==> src/rtl/txfifo_pkg.sv <==
package txfifo_pkg;

  // Register byte offsets; software decodes these, so they are fixed.
  localparam logic [7:0] OFS_STATUS   = 8'h00;
  localparam logic [7:0] OFS_ENABLE   = 8'h04;
  localparam logic [7:0] OFS_FLUSH    = 8'h08;
  localparam logic [7:0] OFS_VACANCY  = 8'h0C;
  localparam logic [7:0] OFS_PUSH     = 8'h10;
  localparam logic [7:0] OFS_COMMIT   = 8'h14;
  localparam logic [7:0] OFS_CORE_RST = 8'h28;

  localparam logic [31:0] RESET_KEY = 32'h0000_00A5;

  // Status bit positions.
  localparam int BIT_FLUSHED  = 24;
  localparam int BIT_MISMATCH = 25;
  localparam int BIT_SENT     = 27;
  localparam int BIT_OVERRUN  = 28;

  localparam logic [31:0] STAT_MASK = 32'h1B00_0000;

  // Strobes from control to datapath, one cycle each.
  typedef struct packed {
    logic push;     // store regWrData at the write pointer
    logic commit;   // close the pending words as one packet
    logic discard;  // drop the pending words
    logic flush;    // empty the whole buffer
  } ctrlStrobes_t;

endpackage

==> src/rtl/txfifo_datapath.sv <==
module txfifo_datapath
  import txfifo_pkg::*;
#(
  parameter int DEPTH = 16,
  parameter int DATA_W = 32,
  localparam int CNT_W = $clog2(DEPTH) + 1
) (
  input  logic              clk,
  input  logic              rstN,
  input  ctrlStrobes_t      strb,
  input  logic [DATA_W-1:0] pushWord,
  output logic [CNT_W-1:0]  usedWords,
  output logic [CNT_W-1:0]  pendingWords,
  output logic [DATA_W-1:0] txData,
  output logic              txValid,
  input  logic              txReady,
  output logic              txLast,
  output logic              packetDone
);

  localparam int PTR_W = CNT_W - 1;
  localparam int CAP = DEPTH - 4;

  logic [CNT_W-1:0]  wrPtr, commitPtr, rdPtr;
  logic [DATA_W-1:0] mem [DEPTH];
  logic [DEPTH-1:0]  lastMark;
  logic [PTR_W-1:0]  wrIdx, rdIdx, prevIdx;
  logic              popNow;

  assign wrIdx   = wrPtr[PTR_W-1:0];
  assign rdIdx   = rdPtr[PTR_W-1:0];
  assign prevIdx = wrIdx - PTR_W'(1);

  assign txValid    = (rdPtr != commitPtr);
  assign txData     = mem[rdIdx];
  assign txLast     = lastMark[rdIdx];
  assign popNow     = txValid && txReady;
  assign packetDone = popNow && txLast;

  assign usedWords    = wrPtr - rdPtr;
  assign pendingWords = wrPtr - commitPtr;

  // Storage carries no reset; only pointers and marks do.
  always_ff @(posedge clk) begin
    if (strb.push) mem[wrIdx] <= pushWord;
  end

  always_ff @(posedge clk) begin
    if (!rstN) begin
      wrPtr     <= '0;
      commitPtr <= '0;
      rdPtr     <= '0;
      lastMark  <= '0;
    end else if (strb.flush) begin
      wrPtr     <= '0;
      commitPtr <= '0;
      rdPtr     <= '0;
      lastMark  <= '0;
    end else begin
      if (strb.push) begin
        wrPtr           <= wrPtr + CNT_W'(1);
        lastMark[wrIdx] <= 1'b0;
      end
      if (strb.commit) begin
        commitPtr         <= wrPtr;
        lastMark[prevIdx] <= 1'b1;
      end
      if (strb.discard) wrPtr <= commitPtr;
      if (popNow) rdPtr <= rdPtr + CNT_W'(1);
    end
  end


  no_overflow_chk: assert property (@(posedge clk) disable iff (!rstN)
    usedWords <= CNT_W'(CAP));


  pending_within_used_chk: assert property (@(posedge clk) disable iff (!rstN)
    pendingWords <= usedWords);


  hold_under_backpressure_chk: assert property (@(posedge clk) disable iff (!rstN)
    (txValid && !txReady && !strb.flush) |=>
      (txValid && $stable(txData) && $stable(txLast)));

endmodule

==> src/rtl/txfifo_ctrl.sv <==
module txfifo_ctrl
  import txfifo_pkg::*;
#(
  parameter int DEPTH = 16,
  localparam int CNT_W = $clog2(DEPTH) + 1
) (
  input  logic             clk,
  input  logic             rstN,
  input  logic [7:0]       regAddr,
  input  logic             regWrEn,
  input  logic [31:0]      regWrData,
  output logic [31:0]      regRdData,
  input  logic [CNT_W-1:0] usedWords,
  input  logic [CNT_W-1:0] pendingWords,
  input  logic             packetDone,
  output ctrlStrobes_t     strb,
  output logic             irqOut
);

  localparam int CAP = DEPTH - 4;

  logic [31:0] statusReg, enableReg;
  logic [31:0] setVec, clrVec;
  logic wrStatus, wrEnable, wrFlush, wrPush, wrCommit, wrCore;
  logic keyHit, bufFull, lenOk, coreKey, flushKey;

  assign wrStatus = regWrEn && (regAddr == OFS_STATUS);
  assign wrEnable = regWrEn && (regAddr == OFS_ENABLE);
  assign wrFlush  = regWrEn && (regAddr == OFS_FLUSH);
  assign wrPush   = regWrEn && (regAddr == OFS_PUSH);
  assign wrCommit = regWrEn && (regAddr == OFS_COMMIT);
  assign wrCore   = regWrEn && (regAddr == OFS_CORE_RST);

  assign keyHit   = (regWrData == RESET_KEY);
  assign flushKey = wrFlush && keyHit;
  assign coreKey  = wrCore && keyHit;
  assign bufFull  = (usedWords >= CNT_W'(CAP));

  // Length is accepted only as a nonzero whole-word count equal to pending.
  assign lenOk = (regWrData[1:0] == 2'b00) && (regWrData != 32'd0) &&
                 (regWrData[31:2] == 30'(pendingWords));

  assign strb.push    = wrPush && !bufFull;
  assign strb.commit  = wrCommit && lenOk;
  assign strb.discard = wrCommit && !lenOk;
  assign strb.flush   = flushKey || coreKey;

  always_comb begin
    setVec = '0;
    if (flushKey)            setVec[BIT_FLUSHED]  = 1'b1;
    if (wrCommit && !lenOk)  setVec[BIT_MISMATCH] = 1'b1;
    if (packetDone)          setVec[BIT_SENT]     = 1'b1;
    if (wrPush && bufFull)   setVec[BIT_OVERRUN]  = 1'b1;
  end

  assign clrVec = wrStatus ? (regWrData & STAT_MASK) : 32'd0;

  always_ff @(posedge clk) begin
    if (!rstN) begin
      statusReg <= '0;
      enableReg <= '0;
    end else if (coreKey) begin
      statusReg <= '0;
      enableReg <= '0;
    end else begin
      // A new event wins over a clear landing in the same cycle.
      statusReg <= (statusReg & ~clrVec) | setVec;
      if (wrEnable) enableReg <= regWrData & STAT_MASK;
    end
  end

  assign irqOut = |(statusReg & enableReg);

  always_comb begin
    case (regAddr)
      OFS_STATUS:  regRdData = statusReg;
      OFS_ENABLE:  regRdData = enableReg;
      OFS_VACANCY: regRdData = 32'(CNT_W'(CAP) - usedWords);
      default:     regRdData = 32'd0;
    endcase
  end


  sent_cause_chk: assert property (@(posedge clk) disable iff (!rstN)
    $rose(statusReg[BIT_SENT]) |-> $past(packetDone));


  overrun_cause_chk: assert property (@(posedge clk) disable iff (!rstN)
    $rose(statusReg[BIT_OVERRUN]) |-> $past(wrPush && bufFull));


  mismatch_cause_chk: assert property (@(posedge clk) disable iff (!rstN)
    $rose(statusReg[BIT_MISMATCH]) |-> $past(wrCommit));


  core_reset_chk: assert property (@(posedge clk) disable iff (!rstN)
    coreKey |=> (statusReg == 32'd0 && enableReg == 32'd0));


  irq_masked_chk: assert property (@(posedge clk) disable iff (!rstN)
    (enableReg == 32'd0) |-> !irqOut);

endmodule

==> src/rtl/txfifo_top.sv <==
module txfifo_top
  import txfifo_pkg::*;
#(
  parameter int DEPTH = 16,
  localparam int CNT_W = $clog2(DEPTH) + 1
) (
  input  logic        clk,
  input  logic        rstN,
  input  logic [7:0]  regAddr,
  input  logic        regWrEn,
  input  logic [31:0] regWrData,
  output logic [31:0] regRdData,
  output logic [31:0] txData,
  output logic        txValid,
  input  logic        txReady,
  output logic        txLast,
  output logic        irqOut
);

  ctrlStrobes_t     strb;
  logic [CNT_W-1:0] usedWords, pendingWords;
  logic             packetDone;

  txfifo_ctrl #(.DEPTH(DEPTH)) uCtrl (
    .clk(clk), .rstN(rstN),
    .regAddr(regAddr), .regWrEn(regWrEn), .regWrData(regWrData),
    .regRdData(regRdData),
    .usedWords(usedWords), .pendingWords(pendingWords),
    .packetDone(packetDone), .strb(strb), .irqOut(irqOut)
  );

  txfifo_datapath #(.DEPTH(DEPTH), .DATA_W(32)) uData (
    .clk(clk), .rstN(rstN), .strb(strb), .pushWord(regWrData),
    .usedWords(usedWords), .pendingWords(pendingWords),
    .txData(txData), .txValid(txValid), .txReady(txReady),
    .txLast(txLast), .packetDone(packetDone)
  );

endmodule

==> config.mk <==
export PLATFORM = sky130hd
export DESIGN_NAME = txfifo_top
export DESIGN_NICKNAME = d
export VERILOG_FILES = /design/src/rtl/txfifo_pkg.sv /design/src/rtl/txfifo_datapath.sv /design/src/rtl/txfifo_ctrl.sv /design/src/rtl/txfifo_top.sv
export SDC_FILE = /design/constraint.sdc
export NUM_CORES = 1
export LEC_CHECK = 0
export BUFFER_PORTS_ARGS = -buffer_cell sky130_fd_sc_hd__buf_2
export CAP_MARGIN = 20
export CORE_MARGIN = 2
export CORE_UTILIZATION = 30
export DETAILED_ROUTE_END_ITERATION = 7
export GPL_ROUTABILITY_DRIVEN = 0
export GPL_TIMING_DRIVEN = 0
export PLACE_DENSITY_LB_ADDON = 0.1
export SETUP_SLACK_MARGIN = 0.4
export SLEW_MARGIN = 40
export SYNTH_ARGS = -nofsm -noshare
export SYNTH_HDL_FRONTEND = slang
export SYNTH_SLANG_ARGS = --single-unit
==> constraint.sdc <==
create_clock -name clk -period 5.2 [get_ports clk]
set_input_delay 0 -clock clk [delete_from_list [all_inputs] [get_ports clk]]
set_output_delay 0 -clock clk [all_outputs]
set_load 0.005 [all_outputs]
# Word level (Yosys, flattened, before mapping)
# Memory sizes are Yosys's and may differ from the RTL's. A register that Yosys moved wholly into a read port is not among the register bits.
# Index checks and enable logic that the tools add are counted.
[classes]
addsub = 6
n_lt_le_gt_ge = 6
n_eq_ne = 9
n_mux = 22
bitwise_logic = 8
n_reduce_logical = 28
[op_table]
columns = ["operator", "count"]
rows = [
  ["$pmux 32 s3", 1],
  ["$mux 16", 4],
  ["$and 32x29->32", 1],
  ["$and 32x32->32", 1],
  ["$eq 32x8->1 const B", 1],
  ["$not 32->32", 1],
  ["$or 32x29->32", 1],
  ["$reduce_bool 32->1", 1],
  ["$reduce_or 32->1", 1],
  ["$eq 30x5->1", 1],
  ["$mux 29", 1],
  ["$logic_and 1x1->1", 18],
  ["$and 16x16->16", 1],
  ["$eq 8x4->1 const B", 2],
  ["$eq 8x5->1 const B", 2],
  ["$not 16->16", 1],
  ["$or 16x16->16", 1],
  ["$lt 4x5->1 const B", 3],
  ["$add 5x1->5 const B", 2],
  ["$mux 5", 2],
  ["$sub 5x5->5", 2],
  ["$mux 1", 9],
  ["$demux 1 s4", 2],
  ["$eq 8x3->1 const B", 1],
  ["other kinds (15)", 19],
]
[totals]
register_bits = 67
ram_bits = 512
input_bits = 44
wordCells = 86
mem_count = 1
[mem_list]
columns = ["name", "words", "width", "read_ports", "rd_clocked_by_memory_dff", "write_ports", "line_no", "text"]
rows = [
  ["uData.mem", 16, 32, 1, 1, 1, "txfifo_datapath.sv:25", "logic [DATA_W-1:0] mem [DEPTH];"],
]

# Depth between registers and ports, before layout
# Gate-level depths: netlist of run 1.
[depth]
depth_word = 11
depth_mapped = 12

# Modules after synthesis
# A second synthesis of run 1 with hierarchy kept.
[hier_totals]
hier_cells = 1101
area_unflattened_um2 = 22492.8
[by_module_without_submodules]
columns = ["module", "n_inst", "cells_each", "area_per_inst_um2", "seq_area_each_um2"]
rows = [
  ["txfifo_datapath", 1, 977, 21511.9, 16075.4],
  ["txfifo_ctrl", 1, 124, 980.9, 160.2],
]

# Worst setup path before layout of run 1
# No wires, ideal clock.
[synth_path]
path_kind = "flip-flop to flip-flop"
from = "reg uData.rdPtr[1]"
to = "mem uData.mem[11][0], enable pin"
setup_ns = 0.461
t_arrival_ns = 4.568
required_time_ns = 4.739
setup_slack_ns = 0.171
path_stages_with_launch = 11
cell_sequence = "dfxtp_1 -> clkbuf_1 -> inv_1 -> fa_1 -> xor2_1 -> nand4_1 -> o211ai_1 -> or2_2 -> buf_2 -> buf_2 -> nor3_1"
[synth_via]
elab_chain_cells = 6
[synth_lines]
columns = ["item", "line_no", "text"]
rows = [
  ["start: declaration", "txfifo_datapath.sv:24", "logic [CNT_W-1:0] wrPtr, commitPtr, rdPtr;"],
  ["start signal: assignment", "txfifo_datapath.sv:69", "if (popNow) rdPtr <= rdPtr + CNT_W'(1);"],
  ["$sub 5x5->5", "txfifo_datapath.sv:40", "assign usedWords = wrPtr - rdPtr;"],
  ["$ge 5x4->1", "txfifo_ctrl.sv:37", "assign bufFull = (usedWords >= CNT_W'(CAP));"],
  ["$logic_not 1->1", "txfifo_ctrl.sv:43", "assign strb.push = wrPush && !bufFull;"],
  ["$logic_and 1x1->1", "txfifo_ctrl.sv:43", ""],
  ["$mux 1", "txfifo_datapath.sv:45", "if (strb.push) mem[wrIdx] <= pushWord;"],
  ["$mux 1 (not written as such)", "txfifo_datapath.sv:45", ""],
  ["end: declaration", "txfifo_datapath.sv:25", ""],
]
# No other way between the ends.

# Worst setup path in the final report of run 1
[layout_path]
from = "reg uData.wrPtr[0]"
to = "mem uData.mem[11][13], enable pin"
[layout_via]
elab_chain_cells = 6
[layout_lines]
columns = ["item", "line_no", "text"]
rows = [
  ["start: declaration", "txfifo_datapath.sv:24", ""],
  ["start signal: assignment", "txfifo_datapath.sv:61", "wrPtr <= wrPtr + CNT_W'(1);"],
  ["start signal: assignment", "txfifo_datapath.sv:68", "if (strb.discard) wrPtr <= commitPtr;"],
  ["$sub 5x5->5", "txfifo_datapath.sv:40", ""],
  ["$ge 5x4->1", "txfifo_ctrl.sv:37", ""],
  ["$logic_not 1->1", "txfifo_ctrl.sv:43", ""],
  ["$logic_and 1x1->1", "txfifo_ctrl.sv:43", ""],
  ["$mux 1", "txfifo_datapath.sv:45", ""],
  ["$mux 1 (not written as such)", "txfifo_datapath.sv:45", ""],
]
# Parallel ways exist; a longest one is shown, timed or not.

==> results of run 1 <==
[per-stage QoR]
| stage | hold slack [ns] | util, % |
|---|---|---|
| after floorplan | 0.0989 | - |
| after global placement | 0.402 | 32.8 |
| after detailed placement | 0.407 | 34.4 |
| after CTS | 0.0224 | 37.7 |
| after global routing | 0.0652 | 37.8 |
| final | 0.0534 | 37.8 |
[cell type report]
class                      instances  area share [%]
sequential                       555            58.7
inverter                          20           0.272
tap                              959            4.34
clock inverter                    28           0.697
antenna                            1         0.00905
buffer                            75            1.54
multi-input combinational        443            20.6
clock buffer                      88            6.54
timing repair buffer             228            7.28
[Yosys cell counts (4+ instances only)]
cell      number  area [um^2]
edfxtp_1     512        15400
mux4_2       165         3720
dfxtp_1       43          861
nor2_1        39          146
a21oi_1       28          140
clkbuf_1      26         97.6
nand2_1       26         97.6
buf_4         22          165
inv_1         20         75.1
nand3_1       20          100
xnor2_1       19          166
nor3_1        16         80.1
ha_1          15          188
buf_1         13         48.8
buf_2         11         55.1
or3_1         11         68.8
o31ai_1        9         67.6
xor2_1         9         78.8
and3_1         6         37.5
nor4_1         6         37.5
a31oi_1        5         31.3
mux2i_1        5         50.1
nand2b_1       5         31.3
nand4_1        5         31.3
o21a_1         5         37.5
o21ai_0        5         25.0
a221o_1        4         40.0
[critical path: stages, from the launching register on]
cell and delay [ns]:
dfxtp_1 0.39, inv_1 0.22, ha_1 0.20, inv_1 0.05, fa_1 0.43, xor2_1 0.24
nand4_1 0.15, o211ai_1 0.26, or2_2 0.41, buf_2 0.21, buf_2 0.24, nor3_2 0.47
buf_2 0.33, buf_2 0.22, buf_2 0.22, buf_4 0.18
[final timing paths]
path                            depth (start not counted)  slack (ns)                   to               start
worst min-delay path                                    4        0.05  uCtrl.enableReg[24]             regWrEn
worst min register to register                          2        0.47   uData.lastMark[14]  uData.lastMark[14]
worst max-delay path                                   15        0.69    uData.mem[11][13]      uData.wrPtr[0]
worst max register to register                         15        0.69    uData.mem[11][13]      uData.wrPtr[0]
[what timing repair did]
item,4_1_cts,5_1_grt
setup buffers,0,0
gates resized for setup,0,2
setup endpoints to repair,0,4
hold buffers,45,0
hold endpoints to repair,535,0
[routing by layer]
layer / vias up / global-route usage, % / share of wire (%)
met5: - / 0 / 0.020
met4: 2 / 3.84 / 1.8
met3: 80 / 2.79 / 3.5
met2: 251 / 26.3 / 48
met1: 6240 / 22.6 / 46
li1: 5115 / - / -
[power groups by stage]
| stage | Clock (mW) | Combinational, mW | Sequential, mW |
|---|---|---|---|
| after floorplan | 0 | 0.0161 | 4.96 |
| after CTS | 4.43 | 0.136 | 4.87 |
| after global placement | 0 | 0.107 | 4.96 |
| after detailed placement | 0 | 0.112 | 4.96 |
| after global routing | 4.59 | 0.148 | 4.87 |
| final | 4.30 | 0.133 | 4.87 |
[flip-flops by register name, summed over array words and instances (netlist names), named ones only]
register         count
uData.wrPtr          5
uData.lastMark      16
uData.commitPtr      5
uData.rdPtr          5
uData.mem          512
uCtrl.statusReg      4
uCtrl.enableReg      4
[kinds of logic after synthesis]
| group | after synthesis |
|---|---|
| AO/OA/AOI/OAI | 77 |
| XOR/XNOR | 28 |
| adder cells (fa/ha/maj) | 17 |
| buffers and inverters | 95 |
| flip-flops | 555 |
| multiplexers | 170 |
| AND/OR/NAND/NOR | 151 |
==> flow_metrics.env, run 1 <==
export IMPL_cts_buffers=66
export IMPL_io_pins=111
export IMPL_clkTransAtPathRegs_ns=0.06
export IMPL_crit_path_start_kind="register"
export IMPL_routed_via_density=4.88
export IMPL_cts_tree="built"
export IMPL_internal_power_mw=7.40
export IMPL_end_kind="register"
export IMPL_synth_ff_latch_count=555
export IMPL_ys_seq_area_share_pct=72.9
export IMPL_yosys_most_used_dff="edfxtp_1"
export IMPL_power_frac_seq_pct=52.4
export IMPL_core_area_mm2=0.0732
export IMPL_clock_fmax_mhz=222
export IMPL_relSlewSlack_pct=46.5
export IMPL_mostFrequentLayoutCell="edfxtp_1"
export IMPL_grt_usage_pct=16.2
export IMPL_grt_overflow_total=0
export IMPL_setup_viol=0
export IMPL_finalPower_mw=9.30
export IMPL_core_rowCount=99
export IMPL_synthesis_instances=1093
export IMPL_syn_to_final_growth_pct=24.1
export IMPL_port_buffers=110
export IMPL_pre_cts_ws_ns=0.492
export IMPL_nNetsFinal=1450
export IMPL_async_flop_share_pct=0
export IMPL_tightestPinTransition_ns=0.803
export IMPL_drv_slew=0
export IMPL_vias=11700
export IMPL_skew_ns=0.0204
export IMPL_grt_max_degree=28
export IMPL_critPathKind="register to register"
export IMPL_synth_edf_count=512
export IMPL_ir_drop_mv=0.186
export IMPL_hold_violations=0
export IMPL_drive_gt1_share_pct=36.3
export IMPL_swShare_pct=20.4
export IMPL_grt_pass1_wl_um=89300
export IMPL_synth_compound_area_share_pct=2.35
export IMPL_grt_pass1_vias=12400
export IMPL_avgSynthCellArea_um2=20.4
export IMPL_multi_input_area_mm2=0.00569
export IMPL_root_buffer="clkbuf_16"
export IMPL_dp_cells=2235
export IMPL_start_util_pct=30.4
export IMPL_max_cap_violations=0
export IMPL_cp_arrival_ns=4.81
export IMPL_drt_total_wl_um=61200
export IMPL_die_w_um=276
export IMPL_htreeDepth=3
export IMPL_fin_crit_sh_pct=86.7
export IMPL_cts_sinks=555
export IMPL_status="finished, final reports clean"
export IMPL_synth_simple_area_share_pct=3.59
export IMPL_regArea_mm2=0.0162
export IMPL_cellPowerDensity_mw_per_mm2=336
export IMPL_dp_final_hpwl_um=42200
export IMPL_design_area_mm2=0.0276
export IMPL_comb_power_share_pct=1.4
export IMPL_fillers=6652
export IMPL_remaining_drc_errors=0
export IMPL_synthAdderAreaFrac_pct=1.02
export IMPL_rsz0062_at_grt="no"
export IMPL_clkPwrFrac_pct=46.2
export IMPL_synth_xor_area_share_pct=1.10
export IMPL_drt_iter0_drc=777
export IMPL_clockBufferDepth=3
export IMPL_die_height_um=276
export IMPL_post_layout_nonfiller_instances=2397
export IMPL_synth_nets=1154
export IMPL_finalSetupTns_ns=0
export IMPL_die_area_mm2=0.0764
export IMPL_place_area_mm2=0.0252
export IMPL_clkLatencyLatePin_ns=0.60
export IMPL_ant_nets=0
export IMPL_critPathMaxFanout=10
export IMPL_switchingPower_mw=1.90
export IMPL_antenna_found_initial=2
export IMPL_period_minus_slack_ns=4.51
export IMPL_firstDrtPassIters=5
export IMPL_synthMuxAreaShare_pct=16.9
export IMPL_min_path_type="input pin to register"
export IMPL_layout_setup_ws_ns=0.693
export IMPL_required_ns=5.50
export IMPL_synth_warnings=0
export IMPL_p_leak_nw=8.92
export IMPL_ys_types=57
export IMPL_wl_per_cell_um=25.5
export IMPL_synth_top_family_by_area="multiplexers"
export IMPL_final_cell_mix="edfxtp_1 (512), mux4_2 (165), buf_2 (144)"
export IMPL_syn_area_mm2=0.0223
(Power assumes the default switching activity.)
==> inputs of run 2 (changes only) <==
--- a/config.mk
+++ b/config.mk
@@ -12,6 +12,7 @@
 export DETAILED_ROUTE_END_ITERATION = 7
 export GPL_ROUTABILITY_DRIVEN = 0
 export GPL_TIMING_DRIVEN = 0
+export MAX_ROUTING_LAYER = met4
 export PLACE_DENSITY_LB_ADDON = 0.1
 export SETUP_SLACK_MARGIN = 0.4
 export SLEW_MARGIN = 40
==> flow_metrics.env, run 2 (synthesis gave the netlist of run 1 again) <==
export IMPL_fillers=6653
export IMPL_grt_pass1_vias=12400
export IMPL_final_cell_mix="edfxtp_1 (512), mux4_2 (165), buf_2 (144)"
export IMPL_vias=11700
export IMPL_largest_register_ffs=512
export IMPL_die_area_mm2=0.0764
export IMPL_regArea_mm2=0.0162
export IMPL_period_minus_slack_ns=4.54
export IMPL_dp_final_hpwl_um=42200
export IMPL_status="finished, final reports clean"
export IMPL_firstDrtPassIters=7
export IMPL_wl_met1_um=28400
export IMPL_skew_ns=0.0187
export IMPL_clkLatencyLatePin_ns=0.60
export IMPL_min_path_type="input pin to register"
export IMPL_max_cap_violations=0
export IMPL_critical_path_top_delay_family="buffers and inverters"
export IMPL_finalSetupTns_ns=0
export IMPL_cts_sinks=555
export IMPL_relSlewSlack_pct=45.8
export IMPL_hold_violations=0
export IMPL_rr_startpoint="uData.wrPtr[0]"
export IMPL_drv_slew=0
export IMPL_rsz0062_at_grt="no"
export IMPL_crit_slowest_cell="nor3_2"
export IMPL_routed_via_density=4.86
export IMPL_largest_registers="uData.mem (512), uData.lastMark (16)"
export IMPL_die_w_um=276
export IMPL_min_from="regAddr[5]"
export IMPL_start_util_pct=30.4
export IMPL_tightestPinTransition_ns=0.813
export IMPL_top_register="uData.mem"
export IMPL_cp_arrival_ns=4.84
export IMPL_cts_tree="built"
export IMPL_nNetsFinal=1450
export IMPL_grt_max_degree=28
export IMPL_drt_total_wl_um=61200
export IMPL_port_buffers=110
export IMPL_clock_fmax_mhz=220
export IMPL_finalPower_mw=9.30
export IMPL_ant_nets=0
export IMPL_dp_cells=2235
export IMPL_startpoint="uData.wrPtr[0]"
export IMPL_wl_per_cell_um=25.5
export IMPL_end_kind="register"
export IMPL_clkTransAtPathRegs_ns=0.06
export IMPL_timing_critical_path_mode_cell="buf_2"
export IMPL_mostFrequentLayoutCell="edfxtp_1"
export IMPL_wl_met3_um=2090
export IMPL_design_area_mm2=0.0276
export IMPL_multi_input_area_mm2=0.00569
export IMPL_cellPowerDensity_mw_per_mm2=337
export IMPL_grt_overflow_total=0
export IMPL_core_rowCount=99
export IMPL_met2RoutedLength_um=29700
export IMPL_crit_path_start_kind="register"
export IMPL_grt_pass1_wl_um=89200
export IMPL_place_area_mm2=0.0252
export IMPL_critPathMaxFanout=10
export IMPL_antenna_found_initial=1
export IMPL_path_cells="inv_1, ha_1, inv_1, fa_1, xor2_1, nand4_1, o211ai_1, or2_2, buf_2, buf_2, nor3_2, buf_2, buf_2, buf_2, buf_4"
export IMPL_setup_viol=0
export IMPL_post_layout_nonfiller_instances=2397
export IMPL_ir_drop_mv=0.186
export IMPL_io_pins=111
export IMPL_core_area_mm2=0.0732
export IMPL_p_leak_nw=8.92
export IMPL_drive_gt1_share_pct=36.3
export IMPL_critPathKind="register to register"
export IMPL_cts_setup_buffers=0
export IMPL_root_buffer="clkbuf_16"
export IMPL_fin_crit_sh_pct=87.2
export IMPL_critical_path_max_stage_delay_ns=0.46
export IMPL_required_ns=5.50
export IMPL_clockBufferDepth=3
export IMPL_highest_layer="met4"
export IMPL_worst_path_buf_inv=8
export IMPL_grt_usage_pct=16.7
export IMPL_drt_iter0_drc=751
export IMPL_syn_to_final_growth_pct=24.1
export IMPL_die_height_um=276
export IMPL_remaining_drc_errors=0
export IMPL_htreeDepth=3
export IMPL_cts_buffers=66
==> run 2: cell counts in the layout (fill, tap and decap cells not counted) <==
Identical to the previous run, type by type.
==> run 2: metrics by stage <==
| stage | hold slack [ns] | utilization [%] | worst slack [ns] |
|---|---|---|---|
| floorplan | 0.0989 | - | 0.171 |
| global placement | 0.402 | 32.8 | -4.07 |
| detailed placement | 0.407 | 34.4 | 0.492 |
| CTS | 0.0224 | 37.7 | 0.468 |
| global route | 0.0626 | 37.8 | 0.482 |
| finish | 0.0487 | 37.8 | 0.664 |
==> run 2: final timing paths <==
kind / cells past startpoint / to / slack [ns]
setup / recovery: 15 / uData.mem[11][13] / 0.66
hold / removal: 5 / uCtrl.statusReg[28] / 0.05
setup reg to reg: 15 / uData.mem[11][13] / 0.66
hold reg to reg: 2 / uData.lastMark[13] / 0.47
==> run 2: layer usage <==
layer | global-route usage (%) | up-vias
met2 | 26.3 | 237
met1 | 22.6 | 6213
li1 | - | 5122
met5 | - | -
met4 | 3.67 | 0
met3 | 2.85 | 80
==> run 2: repair_timing <==
item	4_1_cts	5_1_grt
endpoints found under the hold margin	535	0
hold buffers	45	0
resized for setup	0	2
setup endpoints to repair	0	4
==> run 2: cell type report <==
| class | count | area share, % |
|---|---|---|
| clock inverters | 28 | 0.697 |
| repair buffers | 228 | 7.28 |
| inverters | 20 | 0.272 |
| plain buffers | 75 | 1.54 |
| clock buffers | 88 | 6.54 |
| flip-flops and latches | 555 | 58.7 |
| diodes | 1 | 0.00905 |
| multi-input cells | 443 | 20.6 |
| well taps | 959 | 4.34 |
==> run 2: worst min-delay path, cell delays in order <==
cell and delay (ns):
buf_2 0.10, nor4_1 0.08, nand3b_1 0.21, nand2b_1 0.14, a21oi_1 0.05
==> run 2: report_power, final <==
part / switching, mW / internal (mW) / total, mW / leakage (nW)
Combinational: 0.0954 / 0.0385 / 0.134 / 3.00
Clock: 1.80 / 2.49 / 4.30 / 0.977
Sequential: 0.000200 / 4.87 / 4.87 / 4.95
==> inputs of run 3 (changes only) <==
--- a/config.mk
+++ b/config.mk
@@ -5,11 +5,12 @@
 export SDC_FILE = /design/constraint.sdc
 export NUM_CORES = 1
 export LEC_CHECK = 0
-export BUFFER_PORTS_ARGS = -buffer_cell sky130_fd_sc_hd__buf_2
-export CAP_MARGIN = 20
+export ABC_AREA = 1
+export CAP_MARGIN = 10
 export CORE_MARGIN = 2
 export CORE_UTILIZATION = 30
 export DETAILED_ROUTE_END_ITERATION = 7
+export DONT_BUFFER_PORTS = 1
 export GPL_ROUTABILITY_DRIVEN = 0
 export GPL_TIMING_DRIVEN = 0
 export MAX_ROUTING_LAYER = met4
==> flow_metrics.env, run 3 <==
export IMPL_syn_area_mm2=0.0237
export IMPL_yosysMostFrequentCell="edfxtp_1"
export IMPL_io_pins=111
export IMPL_synth_nets=1970
export IMPL_cts_sinks=555
export IMPL_period_minus_slack_ns=3.96
export IMPL_min_path_type="input pin to register"
export IMPL_tightestPinTransition_ns=0.891
export IMPL_cts_buffers=66
export IMPL_drt_iter0_drc=1213
export IMPL_cts_tree="built"
export IMPL_mostFrequentLayoutCell="edfxtp_1"
export IMPL_status="finished, final reports clean"
export IMPL_grt_pass1_wl_um=114000
export IMPL_core_rowCount=103
export IMPL_drt_total_wl_um=81000
export IMPL_avgSynthCellArea_um2=12.4
export IMPL_clock_fmax_mhz=253
export IMPL_place_area_mm2=0.0259
export IMPL_max_cap_violations=0
export IMPL_synth_common_cells="edfxtp_1 (512), inv_1 (203), o21ai_0 (178), a21oi_1 (157), nand2_1 (136)"
export IMPL_largest_register_ffs=512
export IMPL_port_buffers=0
export IMPL_required_ns=5.50
export IMPL_design_area_mm2=0.0285
export IMPL_dp_final_hpwl_um=54100
export IMPL_fillers=7689
export IMPL_rsz0062_at_grt="no"
export IMPL_p_leak_nw=9.49
export IMPL_start_util_pct=30.1
export IMPL_die_area_mm2=0.0812
export IMPL_yosys_top_cells_area="edfxtp_1 (65%), mux2i_1 (5.4%), o211ai_1 (4.1%), o21ai_0 (3.8%), dfxtp_1 (3.6%)"
export IMPL_ant_nets=0
export IMPL_end_kind="register"
export IMPL_syn_to_final_growth_pct=20.4
export IMPL_fin_crit_sh_pct=76.1
export IMPL_largest_registers="uData.mem (512), uData.lastMark (16)"
export IMPL_setup_viol=0
export IMPL_async_flop_share_pct=0
export IMPL_hold_violations=0
export IMPL_routed_via_density=4.94
export IMPL_firstDrtPassIters=7
export IMPL_htreeDepth=3
export IMPL_die_w_um=285
export IMPL_grt_pass1_vias=15400
export IMPL_core_area_mm2=0.0786
export IMPL_hold_slack_ns=0.0346
export IMPL_grt_overflow_total=0
export IMPL_skew_ns=0.0268
export IMPL_cts_resized=0
export IMPL_remaining_drc_errors=0
export IMPL_clkTransAtPathRegs_ns=0.06
export IMPL_cp_arrival_ns=4.26
export IMPL_critPathKind="register to register"
export IMPL_synth_edf_count=512
export IMPL_critPathMaxFanout=15
export IMPL_final_cell_mix="edfxtp_1 (512), inv_1 (203), o21ai_0 (178)"
export IMPL_crit_path_start_kind="register"
export IMPL_root_buffer="clkbuf_16"
export IMPL_drv_slew=0
export IMPL_grt_usage_pct=20.3
export IMPL_nNetsFinal=2131
export IMPL_antenna_found_initial=12
export IMPL_cellPowerDensity_mw_per_mm2=330
export IMPL_die_height_um=285
export IMPL_vias=15700
export IMPL_synth_ff_latch_count=555
export IMPL_synthesis_instances=1909
export IMPL_ys_seq_area_share_pct=68.6
export IMPL_yosysTopAreaCell="edfxtp_1"
export IMPL_clkLatencyLatePin_ns=0.59
export IMPL_synth_top_cell_area_share_pct=64.9
export IMPL_ir_drop_mv=0.205
export IMPL_clockBufferDepth=3
export IMPL_synth_warnings=0
export IMPL_postCtsHoldBufs=53
export IMPL_grt_max_degree=24
export IMPL_drive_gt1_share_pct=10.4
export IMPL_top_register="uData.mem"
export IMPL_cts_setup_buffers=0
export IMPL_yosys_most_used_dff="edfxtp_1"
export IMPL_wl_per_cell_um=25.5
export IMPL_relSlewSlack_pct=40.4
export IMPL_ys_types=36
[run 3: cell count changes after synthesis, moves of 35 or more]
| cell | previous run | this run |
|---|---|---|
| nand3_1 | 20 | 81 |
| o21ai_0 | 5 | 178 |
| mux4_2 | 165 | 0 |
| nor2_1 | 39 | 134 |
| nand2_1 | 26 | 136 |
| clkbuf_1 | 26 | 61 |
| o211ai_1 | 2 | 130 |
| inv_1 | 20 | 203 |
| mux2i_1 | 5 | 128 |
| a21oi_1 | 28 | 157 |
[run 3: power by group]
part           leakage, nW  total (mW)  internal, mW  switching [mW]
clock                0.995        4.41          2.58            1.83
sequential            4.95        4.87          4.87        0.000122
combinational         3.55       0.138        0.0325           0.105
[run 3: critical path, stage by stage (launching register included)]
cell and delay, ns:
dfxtp_1 0.31, clkbuf_1 0.36, inv_1 0.27, ha_1 0.43
nand3_1 0.10, nand2_1 0.11, xor2_2 0.27, nand3_2 0.27
inv_1 0.27, nand2_1 0.30, nor2_4 0.52, buf_16 0.22
buf_16 0.17
[run 3: layout make-up]
class                           count  area, um^2  area share, %
Sequential cell                   555       16200           56.9
Clock buffer                       83        1790           6.27
Clock inverter                     33         245          0.860
Inverter                          206         773           2.71
Antenna cell                        8        20.0         0.0702
Timing Repair Buffer               93        1340           4.70
Tap cell                         1050        1310           4.61
Buffer                            125         638           2.24
Multi-Input combinational cell   1023        6170           21.6
[run 3: path summary, 6_finish.rpt]
check	start	endpoint	slack, ns	cells past startpoint
setup / recovery	uData.rdPtr[2]	uData.mem[5][14]	1.24	12
hold reg to reg	uCtrl.statusReg[28]	uCtrl.statusReg[28]	0.48	2
hold / removal	regWrData[6]	uData.lastMark[10]	0.03	6
setup reg to reg	uData.rdPtr[2]	uData.mem[5][14]	1.24	12
[run 3: logic make-up (layout without fill, tap and decap cells)]
kind of cell | after synthesis | count (layout) | synth area share (%)
buf+inv | 331 | 540 | 5.89
fa+ha+maj | 17 | 17 | 0.961
xor+xnor | 15 | 15 | 0.618
flops | 555 | 555 | 68.6
simple gates | 376 | 376 | 6.68
mux | 128 | 128 | 5.41
compound gates | 487 | 487 | 11.9
other cells | 0 | 8 | 0
[run 3: metal layers]
layer	global-route usage, %	routed length (um)	up-vias
met5	-	0	-
met4	5.52	2050	0
met3	4.81	5080	106
met2	32.1	38200	487
met1	26.1	35600	7885
li1	-	-	7227
[run 3: metrics by stage]
| step | total power [mW] | utilization (%) | setup WS (ns) | instances | TNS (ns) |
|---|---|---|---|---|---|
| floorplan | 4.99 | - | 1.53 | 1909 | 0 |
| global placement | 5.00 | 31.8 | -1.25 | 2959 | -425.83 |
| detailed placement | 5.00 | 33.0 | 1.30 | 2995 | 0 |
| CTS | 9.51 | 36.2 | 1.29 | 3164 | 0 |
| global route | 9.68 | 36.3 | 1.07 | 3175 | 0 |
| finish | 9.42 | 36.3 | 1.24 | 3176 | 0 |
